--- config.mk ---
export PLATFORM = sky130hd
export DESIGN_NAME = ext_irq_ctrl
export DESIGN_NICKNAME = d
export VERILOG_FILES = /design/src/rtl/ext_irq_ctrl.sv
export SDC_FILE = /design/constraint.sdc
export NUM_CORES = 1
export LEC_CHECK = 0
export ABC_CLOCK_PERIOD_IN_PS = 1700
export CAP_MARGIN = 20
export CORE_MARGIN = 2
export CORE_UTILIZATION = 41
export CTS_BUF_LIST = sky130_fd_sc_hd__clkbuf_16
export CTS_CLUSTER_DIAMETER = 100
export DETAILED_ROUTE_END_ITERATION = 8
export PLACE_DENSITY = 0.77
export SKIP_CTS_REPAIR_TIMING = 1
export SKIP_LAST_GASP = 1
export SYNTH_ARGS = -nofsm -noshare
export SYNTH_HDL_FRONTEND = slang
export SYNTH_SLANG_ARGS = --single-unit
--- constraint.sdc ---
create_clock -name clk -period 1.7 [get_ports clk]
set_input_delay 0.255 -clock clk [delete_from_list [all_inputs] [get_ports clk]]
set_output_delay 0.255 -clock clk [all_outputs]
set_load 0.05 [all_outputs]
--- src/rtl/ext_irq_ctrl.sv ---
module ext_irq_ctrl #(
  parameter int SYNC_STAGES = 2
) (
  input  logic       clk,
  input  logic       rst_n,
  input  logic [5:0] req_n_i,
  input  logic [2:0] sense_edge_i,
  input  logic [5:0] mask_i,
  input  logic       port_irq_mode_i,
  input  logic       ack_valid_i,
  input  logic [2:0] ack_idx_i,
  output logic       irq_o,
  output logic [5:0] grant_o,
  output logic [2:0] grant_idx_o
);
  localparam int N = 6;

  logic [SYNC_STAGES-1:0][N-1:0] sync_q;
  logic [N-1:0] prev_q, lat_q;
  logic [N-1:0] s, fall, em, en, ackhit, pend, elig;

  always_ff @(posedge clk or negedge rst_n) begin
    if (!rst_n) begin
      sync_q <= '1;
      prev_q <= '1;
      lat_q  <= '0;
    end else begin
      sync_q[0] <= req_n_i;
      for (int k = 1; k < SYNC_STAGES; k++) sync_q[k] <= sync_q[k-1];
      prev_q <= s;
      lat_q  <= em & en & ((lat_q & ~ackhit) | fall);
    end
  end

  assign s      = sync_q[SYNC_STAGES-1];
  assign fall   = prev_q & ~s;
  assign em     = {sense_edge_i[2], 1'b1, 2'b00, sense_edge_i[1:0]};
  assign en     = {4'b1111, {2{port_irq_mode_i}}};
  assign ackhit = ack_valid_i ? (N'(1) << ack_idx_i) : '0;
  assign pend   = en & ((em & lat_q) | (~em & ~s));
  assign elig   = pend & mask_i;
  assign irq_o  = |elig;

  always_comb begin
    grant_idx_o = '0;
    for (int i = 0; i < N; i++)
      if (elig[i]) grant_idx_o = 3'(i);
    grant_o = irq_o ? (N'(1) << grant_idx_o) : '0;
  end

  a_r7_onehot: assert property (@(posedge clk) disable iff (!rst_n) $onehot0(grant_o));
  a_r10_irq_matches: assert property (@(posedge clk) disable iff (!rst_n) irq_o == (grant_o != '0));
  a_r6_masked_not_granted: assert property (@(posedge clk) disable iff (!rst_n) (grant_o & ~mask_i) == '0);
  a_r8_port_off: assert property (@(posedge clk) disable iff (!rst_n) !port_irq_mode_i |-> grant_o[1:0] == 2'b00);

  for (genvar g = 0; g < N; g++) begin : g_chk
    a_r5_ack_clears: assert property (@(posedge clk) disable iff (!rst_n)
      (ack_valid_i && ack_idx_i == 3'(g) && !fall[g]) |=> !lat_q[g]);
    a_r4_latch_holds: assert property (@(posedge clk) disable iff (!rst_n)
      (lat_q[g] && em[g] && en[g] && !ackhit[g]) |=> lat_q[g]);
    a_r3_level_no_latch: assert property (@(posedge clk) disable iff (!rst_n)
      !em[g] |=> !lat_q[g]);
  end
endmodule

==> results of run 1 <==
## cells in the mapped netlist, drive strengths merged (2+ instances only)
cell type	number	area, um2
o211ai	2	15.0
dfrtp	4	100
nor2	5	18.8
nor4b	3	38.8
a21oi	2	10.0
nor3	2	10.0
and2	4	27.5
nand2b	4	25.0
inv	4	17.5
nand2	5	18.8
dfstp	16	420
o21ai	3	26.3
## layer usage
layer	track usage, %	up-vias	wire length [um]
met3	3.77	5	116
met4	9.73	0	37
met1	21.3	324	768
met2	32.5	28	1140
li1	-	306	-
met5	0	-	0
## through the flow
step,cells,hold WS [ns],TNS [ns],utilization (%)
floorplan,63,-0.0406,-0.741,-
global placement,128,0.345,-0.790,74.4
detailed placement,128,0.347,-1.12,74.4
CTS,131,0.339,-1.13,78.6
global route,133,0.314,-1.16,83.0
finish,133,0.303,-0.727,83.0
## cell families (layout without fill, tap and decap cells)
logic type | count (synthesis) | count (layout) | share of synthesized area, %
compound gates | 11 | 11 | 10.4
buf+inv | 4 | 49 | 2.21
flops | 20 | 20 | 65.5
simple gates | 28 | 28 | 21.9
## area by class of cell
type	count	area [um2]	share of cell area, %
Multi-Input combinational cell	39	353	23.8
Inverter	4	20.0	1.35
Sequential cell	20	520	35.2
Timing Repair Buffer	42	480	32.5
Tap cell	25	31.3	2.11
Clock buffer	3	75.1	5.07
## power groups by stage
stage | clock (uW) | combinational [uW] | sequential [uW]
after CTS | 471 | 265 | 528
final | 454 | 293 | 529
after global placement | 0 | 257 | 532
after floorplan | 0 | 116 | 530
after global routing | 485 | 310 | 531
after detailed placement | 0 | 264 | 535
## path summary, 6_finish.rpt
kind,from,endpoint,slack (ns),depth (start not counted)
max in group asynchronous,rst_n,prev_q[5],1.10,2
min,sense_edge_i[1],lat_q[1],0.30,3
min reg2reg,sync_q[4],s[4],0.36,0
max,sense_edge_i[0],grant_o[0],-0.17,5
max reg2reg,s[5],lat_q[5],0.69,3
min in group asynchronous,rst_n,lat_q[4],0.34,2
## flip-flops by register name (all words and copies together) (netlist names)
register  flops
s             6
sync_q        6
prev_q        4
lat_q         4
## worst min-delay path, cell delays in order
cell and delay [ns]:
dlymetal6s2s_1 0.15, nand2_1 0.07, a21oi_1 0.03
==> results, run 1 <==
- The clock-pin slew reported for the worst setup and hold paths after clock tree synthesis is 0.05 ns.
- The number of slew-limit violations in the final report was 0.
- The area inside the core boundary is 1780 um2.
- The warning count from the yosys run is 0.
- The combined buffer and inverter count along the critical path is 2.
- The path class of the tightest hold or removal check is in2reg.
- The die width is 48.0 um.
- A synthesized cell averages 12.6 um2.
- The via density per instance is 4.98.
- Combinational cells account for 23.0% of the total power.
- The clock reaches the later pin of the worst-skew pair after 0.25 ns.
- Static timing analysis puts the maximum clock frequency at 534 MHz.
- The minimum period implied by the final worst setup slack is 1.87 ns.
- The worst setup path is of the in2out kind.
- The distinct cell type count after synthesis is 25.
- The vias after detailed routing is 663.
- The max-cap violation count is 0.
- The dominant register cell in the synthesized netlist is dfstp_2.
- The critical path goes through clkdlybuf4s50_1 -> and2_1 -> o211ai_1 -> nor4b_4 -> buf_12.
- The longest individual stage delay on the worst path is 0.51 ns.
- The power spent charging and discharging nets is 305 uW.
- In the layout the commonest cells are clkdlybuf4s50_1 (19), dfstp_2 (16), buf_4 (11).
- Counting flops with an async set or reset pin after synthesis yields a share of 100%.
- The total clock buffers created by CTS is 3.
- For this run, the register share of the synthesized area comes to 65.5%.
- The diode insertion count for antenna repair is 0.
- The number of remaining DRC errors is 0.
- From synthesis to final layout, the design area changed by 86.3%.
- The number of global-route vias before repair is 622.
- The post-placement cell area is 1330 um2.
- Entering global routing, the biggest net connects 21 pins.
- For the final database, setup skew stands at 0.00105 ns.
- The die is 48.0 um tall.
- In this run switching power makes up 23.9% of total power.
- The share of power burned in the clock network is 35.6%.
- The number of fill cells is 87.
- After synthesis the cells add up to 795 um2.
- The final worst setup slack is -0.174 ns.
- The sequential share of power is 41.4%.
- The global-route wire length before repair is 2770 um.
- The site row count is 15.
- For this design the static power due to leakage is 0.000627 uW.
- For the worst setup path, the data arrival time is 1.62 ns.
- The average wire per cell in the routed design is 15.5 um.
- The type of destination of the critical path is an output pin.
- The ratio of cells with drive above 1 in the final layout is 50.0%.
- The sum of net half-perimeters after detailed placement is 1430 um.
- For the pin with the worst max-slew slack, the measured transition is 0.378 ns.
- Overall power consumption after layout is estimated at 1280 uW.
- After detailed routing, the total wire length is 2060 um.
- The starting density of the core is 44.6%.
- Among all stages on the critical path, the largest delay is contributed by clkdlybuf4s50_1.
- Of the available clock period, the critical path in the final layout requires 110%.
- STA puts the critical path data required time at 1.44 ns.
- The library cell used most frequently in the layout, excluding fill and tap cells, is clkdlybuf4s50_1.
- The total nets after synthesis is 85.
- For this block, the initial DRC count from the detailed router was 8.
- The residual overflow from global routing is 0.
- The cell at the root of the clock tree is clkbuf_16.
- For this design the top-level I/O count stands at 32.
- The peak supply drop is 0.865 mV.
- The cell count after synthesis is 63.
- The final weighted congestion in routability-driven placement is 0.747.
- The CTS tree is yes.
- The number of sinks driven by the clock tree is 20.
- Of all nets on the critical path, the largest fanout is 3.
- The initial antenna violation count was 0.
- The layout net count is 132.
- Broken down by cell family, the worst path's largest delay share belongs to buffers and inverters.
- The number of port buffers is 31.
- The count of state elements after synthesis is 20.
- In this run the remaining antenna-violating nets after routing total 0.
- The buffer levels on the longest clock path is 2.
- Setup repair after global routing could not meet its margin everywhere.
- The flow ran to the end, but the final reports show violations.
- The critical path launch point type is an input pin.
- The total count of hold-check failures in the final report is 0.
- The tightest slew margin relative to the limit is 74.8%.
- Dividing total power by cell area gives a power density of 862 nW/um2.
- After routing the design area is 1480 um2.
- CTS built an H-tree with a depth of 1.
- The first-pass detailed-route iteration total is 4.
- The internal power is 971 uW.
- The worst setup slack after placement is -0.170 ns.
- The number of synthesized flops with an enable pin is 0.
- The global routing usage summed across all routing layers is 18.6%.
- The final reports fail on setup timing.
- The die covers 2310 um2.
- Setup violations remaining at the end of the flow were counted as 7.
Power figures use the tool's default switching activity.
==> inputs of run 2 (changes only) <==
--- a/config.mk
+++ b/config.mk
@@ -18,3 +18,4 @@
 export SYNTH_ARGS = -nofsm -noshare
 export SYNTH_HDL_FRONTEND = slang
 export SYNTH_SLANG_ARGS = --single-unit
+export TNS_END_PERCENT = 1
==> results, run 2 (synthesis results as in run 1) <==
- The flow ran to the end, but the final reports show violations.
- The checks that failed: setup timing.
- For the worst setup path, the data required time is 1.44 ns.
- The die covers 2310 um2.
- In this run the standard cell core region covers 1780 um2.
- The synthesis-to-layout area growth is 76.5%.
- Port buffering added 31 buffers.
- After clock tree synthesis, the clock-pin slew on the worst setup and hold paths is 0.05 ns.
- The first-iteration detailed-routing DRC count is 3.
- The most common library cell in the layout ignoring fill and taps is clkdlybuf4s50_1.
- The die width is 48.0 um.
- The worst path in the final design needs a cycle of 1.83 ns, including I/O delays and setup.
- The type of destination of the critical path is an output pin.
- The site row count is 15.
- In this run the count of I/O pins placed on the die edge is 32.
- The maximum fanout encountered on the critical timing path is 3.
- The number of global-route vias before repair is 593.
- The endpoint identified for the worst register-to-register timing path is lat_q[5].
- The total count of hold-check failures in the final report is 0.
- The worst register-to-register path begins at s[5].
- The static leakage is 0.000595 uW.
- The reg2reg setup slack is 0.73 ns.
- The share of the cycle needed by the critical path after routing is 108%.
- Power spread over the standard cell area amounts to 892 nW/um2.
- The longest clock path from root to sink contains 2 buffers.
- The category of the critical setup timing path is in2out.
- The diode insertion count for antenna repair is 0.
- The internal power is 959 uW.
- The number of slew-limit violations in the final report was 0.
- The starting density of the core is 44.6%.
- The number of stages on the worst hold path is 3.
- The worst hold path terminates at lat_q[1].
- The share of power burned in the clock network is 37.1%.
- The slew at the pin with the worst max-slew slack is 0.326 ns.
- The first global-routing pass estimated 2430 um of wire.
- For this run, the total global-route usage over all layers was measured as 16.3%.
- CTS saw 20 sinks.
- Based on the critical path, the design can be clocked at up to 546 MHz.
- The clock insertion delay at the later pin of the skew report is 0.25 ns.
- Once detail routing completed, the nets flagged for antenna violations numbered 0.
- The final weighted congestion in routability-driven placement is 0.730.
- Counting the fill cells in the layout gives 113.
- Entering global routing, the biggest net connects 21 pins.
- Setup repair after global routing could not meet its margin everywhere.
- Using the TritonRoute via totals, the vias-per-cell ratio works out to 4.73.
- The library cells used most frequently in the layout, excluding fill and tap cells, are clkdlybuf4s50_1 (20), dfstp_2 (16), buf_4 (9).
- At the worst endpoint, the arrival time is 1.58 ns.
- The sequential share of power is 42.1%.
- The worst setup slack after placement is -0.169 ns.
- The CTS tree is yes.
- Once layout is complete, the utilization of the core stands at 78.7%.
- The cell at the root of the clock tree is clkbuf_16.
- Dividing the detail-routed wire length by the instance count gives 12.2 um.
- The first-pass detailed-route iteration total is 4.
- The post-route netlist has 45.3% of its cells at a drive strength greater than 1.
- The analysis attributes to net switching a power of 292 uW.
- The tightest min-delay check is of the in2reg type.
- The final worst setup slack is -0.132 ns.
- The tightest slew margin relative to the limit is 78.1%.
- The clock skew after layout is 0.000790 ns.
- Summed over all layers, the global routing overflow is 0.
- The critical path launch point type is an input pin.
- In this run switching power makes up 23.3% of total power.
- The initial antenna violation count was 0.
- The setup-violating endpoint count in the final report is 8.
- The worst hold path begins at sense_edge_i[1].
- The finished cells cover 1400 um2.
- The vias after detailed routing is 619.
- After detailed routing, the number of remaining DRC violations is 0.
- The net count of the finished layout is 129.
- CTS built an H-tree with a depth of 1.
- The total clock buffers created by CTS is 3.
- For this block, the routed nets add up to 1600 um of wire.
- After detailed placement, the total cell area comes to 1300 um2.
- The floorplan step set the die height to 48.0 um.
- The max-cap violation count is 0.
- The peak supply drop is 0.905 mV.
- Combinational cells account for 20.8% of the total power.
- The worst-case reg-to-reg path depth is 3.
- The sum of net half-perimeters after detailed placement is 1260 um.
run 2: cell types whose count changed in the layout (fill, tap and decap cells not counted), moves of 2 or more:
| cell | previous run | this run |
|---|---|---|
| buf_4 | 11 | 9 |
| nand2b_1 | 2 | 4 |
| nor3_2 | 0 | 2 |
| nor3_4 | 2 | 0 |
| nand2b_4 | 2 | 0 |
run 2: routing by layer:
layer,vias up,share of wire [%],track usage (%)
li1,306,-,-
met1,278,42,17.6
met3,5,7.1,3.02
met2,30,48,27.2
met5,-,0,0
met4,0,3.0,14.1
run 2: worst max path at each step:
stage,cells after the start,end,slack [ns],startpoint
3_3_place_gp,6,grant_o[2],-0.16,sense_edge_i[2]
5_1_grt,5,irq_o,-0.21,s[1]
3_5_place_dp,6,grant_o[2],-0.17,sense_edge_i[2]
2_1_floorplan,4,grant_idx_o[1],-0.18,s[5]
4_1_cts,5,grant_o[2],-0.18,s[5]
6_report,5,grant_o[0],-0.13,sense_edge_i[0]
run 2: cell type report:
class,count,area [um2],area share [%]
sequential,20,520,37.1
clock buffer,3,75.1,5.35
tap,25,31.3,2.23
clock inverter,1,3.75,0.268
multi-input combinational,39,303,21.6
timing repair buffer,39,452,32.2
inverter,4,17.5,1.25
run 2: per-stage QoR:
| step | total power (uW) | std cells | setup TNS [ns] | hold slack [ns] |
|---|---|---|---|---|
| after CTS | 1260 | 131 | -1.10 | 0.337 |
| final | 1250 | 131 | -0.803 | 0.303 |
| after global routing | 1310 | 131 | -1.43 | 0.346 |
| after global placement | 783 | 127 | -0.909 | 0.345 |
| after detailed placement | 788 | 127 | -1.03 | 0.347 |
| after floorplan | 642 | 63 | -1.01 | -0.0406 |
run 2: critical path: stages:
cell and delay (ns):
clkdlybuf4s50_1 0.52, and2_1 0.14, o211ai_1 0.15, nor4b_4 0.33
buf_12 0.18
run 2: power by group through the flow:
stage / sequential (uW) / clock [uW] / combinational (uW)
floorplan: 530 / 0 / 112
global placement: 532 / 0 / 251
detailed placement: 533 / 0 / 255
CTS: 527 / 480 / 255
global route: 529 / 500 / 276
finish: 527 / 464 / 260
==> inputs of run 3 (changes only) <==
--- a/config.mk
+++ b/config.mk
@@ -7,12 +7,14 @@
 export LEC_CHECK = 0
 export ABC_CLOCK_PERIOD_IN_PS = 1700
 export CAP_MARGIN = 20
+export CELL_PAD_IN_SITES_DETAIL_PLACEMENT = 1
+export CELL_PAD_IN_SITES_GLOBAL_PLACEMENT = 2
 export CORE_MARGIN = 2
-export CORE_UTILIZATION = 41
+export CORE_UTILIZATION = 25
 export CTS_BUF_LIST = sky130_fd_sc_hd__clkbuf_16
 export CTS_CLUSTER_DIAMETER = 100
 export DETAILED_ROUTE_END_ITERATION = 8
-export PLACE_DENSITY = 0.77
+export PLACE_DENSITY = 0.75
 export SKIP_CTS_REPAIR_TIMING = 1
 export SKIP_LAST_GASP = 1
 export SYNTH_ARGS = -nofsm -noshare
==> results, run 3 (synthesis results as in run 1) <==
- The worst setup path is of the reg2out kind.
- The residual overflow from global routing is 0.
- The sum of net half-perimeters after detailed placement is 1450 um.
- The utilization of the core after routing is 47.6%.
- For this design the ratio of total power to cell area is 877 nW/um2.
- The initial antenna violation count is 0.
- The starting density of the core is 26.2%.
- The worst setup path is captured at an output pin.
- In the layout the commonest cells are clkdlybuf4s50_1 (19), dfstp_2 (16), buf_4 (9).
- The pre-antenna-repair detailed-routing pass consisted of 2 iterations.
- Counting the buffers created by CTS gives 3.
- The maximum fanout encountered on the critical timing path is 3.
- The pin count of the biggest net entering global routing is 21.
- Once detail routing completed, the nets flagged for antenna violations numbered 0.
- The longest individual stage delay on the worst path is 0.51 ns.
- The cell at the root of the clock tree is clkbuf_16.
- The vias after detailed routing is 644.
- The ratio of cells with drive above 1 in the final layout is 44.3%.
- The final design instance area without fill is 1440 um2.
- The signal on the critical path passes through nand2b_1 -> nand3_2 -> nor4b_4 -> buf_12.
- After layout, the worst path uses 108% of the clock period.
- The core region is 3030 um2.
- The floorplan has 20 rows.
- Setup repair after global routing could not meet its margin everywhere.
- The slew at the pin with the worst max-slew slack is 0.395 ns.
- Using the TritonRoute via totals, the vias-per-cell ratio works out to 4.29.
- In this run the count of I/O pins placed on the die edge is 32.
- The post-placement cell area is 1320 um2.
- The setup-violating endpoint count in the final report is 8.
- The global routing usage summed across all routing layers is 11.5%.
- The area of the die is 3650 um2.
- The number of slew-limit violations in the final report is 0.
- The final worst setup slack is -0.135 ns.
- The peak supply drop is 0.570 mV.
- At the worst endpoint, the required time is 1.44 ns.
- After filler insertion, the fill cell instance count of the layout stands at 314.
- After layout, the minimum clock period comes to 1.84 ns.
- The vertical die dimension is 60.4 um.
- CTS built an H-tree with a depth of 1.
- The checks that failed: setup timing.
- The number of global-route vias before repair is 702.
- For this run, design rule violations remaining after detail routing come to 0.
- The die width is 60.4 um.
- The final weighted congestion in routability-driven placement is 0.783.
- The final wirelength is 1750 um.
- On the final layout, the worst clock skew is 0.00210 ns.
- The run finished, with violations left.
- The global-route wire length before repair is 3030 um.
- Measured against its own limit, the worst slew margin works out to 73.5%.
- No sink is reached through more buffers than the 2 on the longest clock path.
- Prior to clock tree synthesis, the placed netlist has a worst setup slack of -0.189 ns.
- The worst hold-check slack is 0.292 ns.
- TritonCTS built the clock tree.
- At the end of the flow, the number of nets in the layout was 129.
- The total count of hold-check failures in the final report was 0.
- The diode insertion count for antenna repair is 0.
- The number of port buffers is 31.
- The first-iteration detailed-routing DRC count is 4.
- The critical path launch point type is a flop.
- The achievable clock frequency is 545 MHz.
- For this design the static power due to leakage is 0.000602 uW.
- The most common library cell in the layout ignoring fill and taps is clkdlybuf4s50_1.
- The total negative setup slack is -0.769 ns.
- Compared with the post-synthesis result, the final layout area differs by 81.3%.
- The tightest min-delay check is of the in2reg type.
- The tree built by TritonCTS fans out to 20 sinks.
- The clock insertion delay at the later pin of the skew report is 0.25 ns.
- The clock-pin slew reported for the worst setup and hold paths after clock tree synthesis is 0.05 ns.
- The average wire per cell in the routed design is 11.7 um.
- The max-cap violation count is 0.
- The slowest stage of the critical path is the dfstp_2 cell.
- The arrival time at the worst endpoint is 1.58 ns.
## run 3: cell types whose count changed in the layout (fill, tap and decap cells not counted), sizes merged
cell           previous run  this run
inv                       5         4
dlymetal6s2s              1         2
clkinv                    0         1
clkdlybuf4s50            20        19
## run 3: path summary, 6_finish.rpt
kind / depth (start not counted) / startpoint / endpoint / slack (ns)
worst max-delay path: 4 / s[2] / grant_o[0] / -0.14
worst min-delay path: 3 / sense_edge_i[1] / lat_q[1] / 0.29
worst max register to register: 3 / s[5] / lat_q[5] / 0.73
worst min register to register: 0 / sync_q[4] / s[4] / 0.35
max in group asynchronous: 2 / rst_n / s[3] / 1.10
min in group asynchronous: 2 / rst_n / lat_q[0] / 0.34
## run 3: power breakdown
group          switching, uW  leakage (uW)  total, uW  internal [uW]
Clock                    159     0.0000385        472            313
Combinational            134      0.000345        265            131
Sequential              9.49      0.000218        526            516
## run 3: per-layer routing
metal	track usage (%)	share of wire (%)	routed length, um
met1	11.9	40	694
met4	7.62	2.6	46
met5	0	0	0
met2	21.3	53	926
met3	1.92	4.7	82
## run 3: critical path: cells and delay by family (launching register included)
family                 cells  cell delay [ns]
AND/OR/NAND/NOR            3             0.65
buffers and inverters      1             0.18
flip-flops                 1             0.51
## run 3: through the flow
stage          instances  total power [uW]
4_1_cts              149              1270
3_3_place_gp         145               784
2_1_floorplan         63               642
5_1_grt              150              1330
6_report             150              1260
3_5_place_dp         145               790
## run 3: cell type report
| cell class | count | area (um2) | share of cell area, % |
|---|---|---|---|
| clock inverters | 1 | 3.75 | 0.261 |
| inverters | 4 | 17.5 | 1.22 |
| well taps | 44 | 55.1 | 3.82 |
| repair buffers | 39 | 454 | 31.5 |
| clock buffers | 3 | 75.1 | 5.21 |
| flip-flops and latches | 20 | 520 | 36.1 |
| multi-input cells | 39 | 314 | 21.8 |
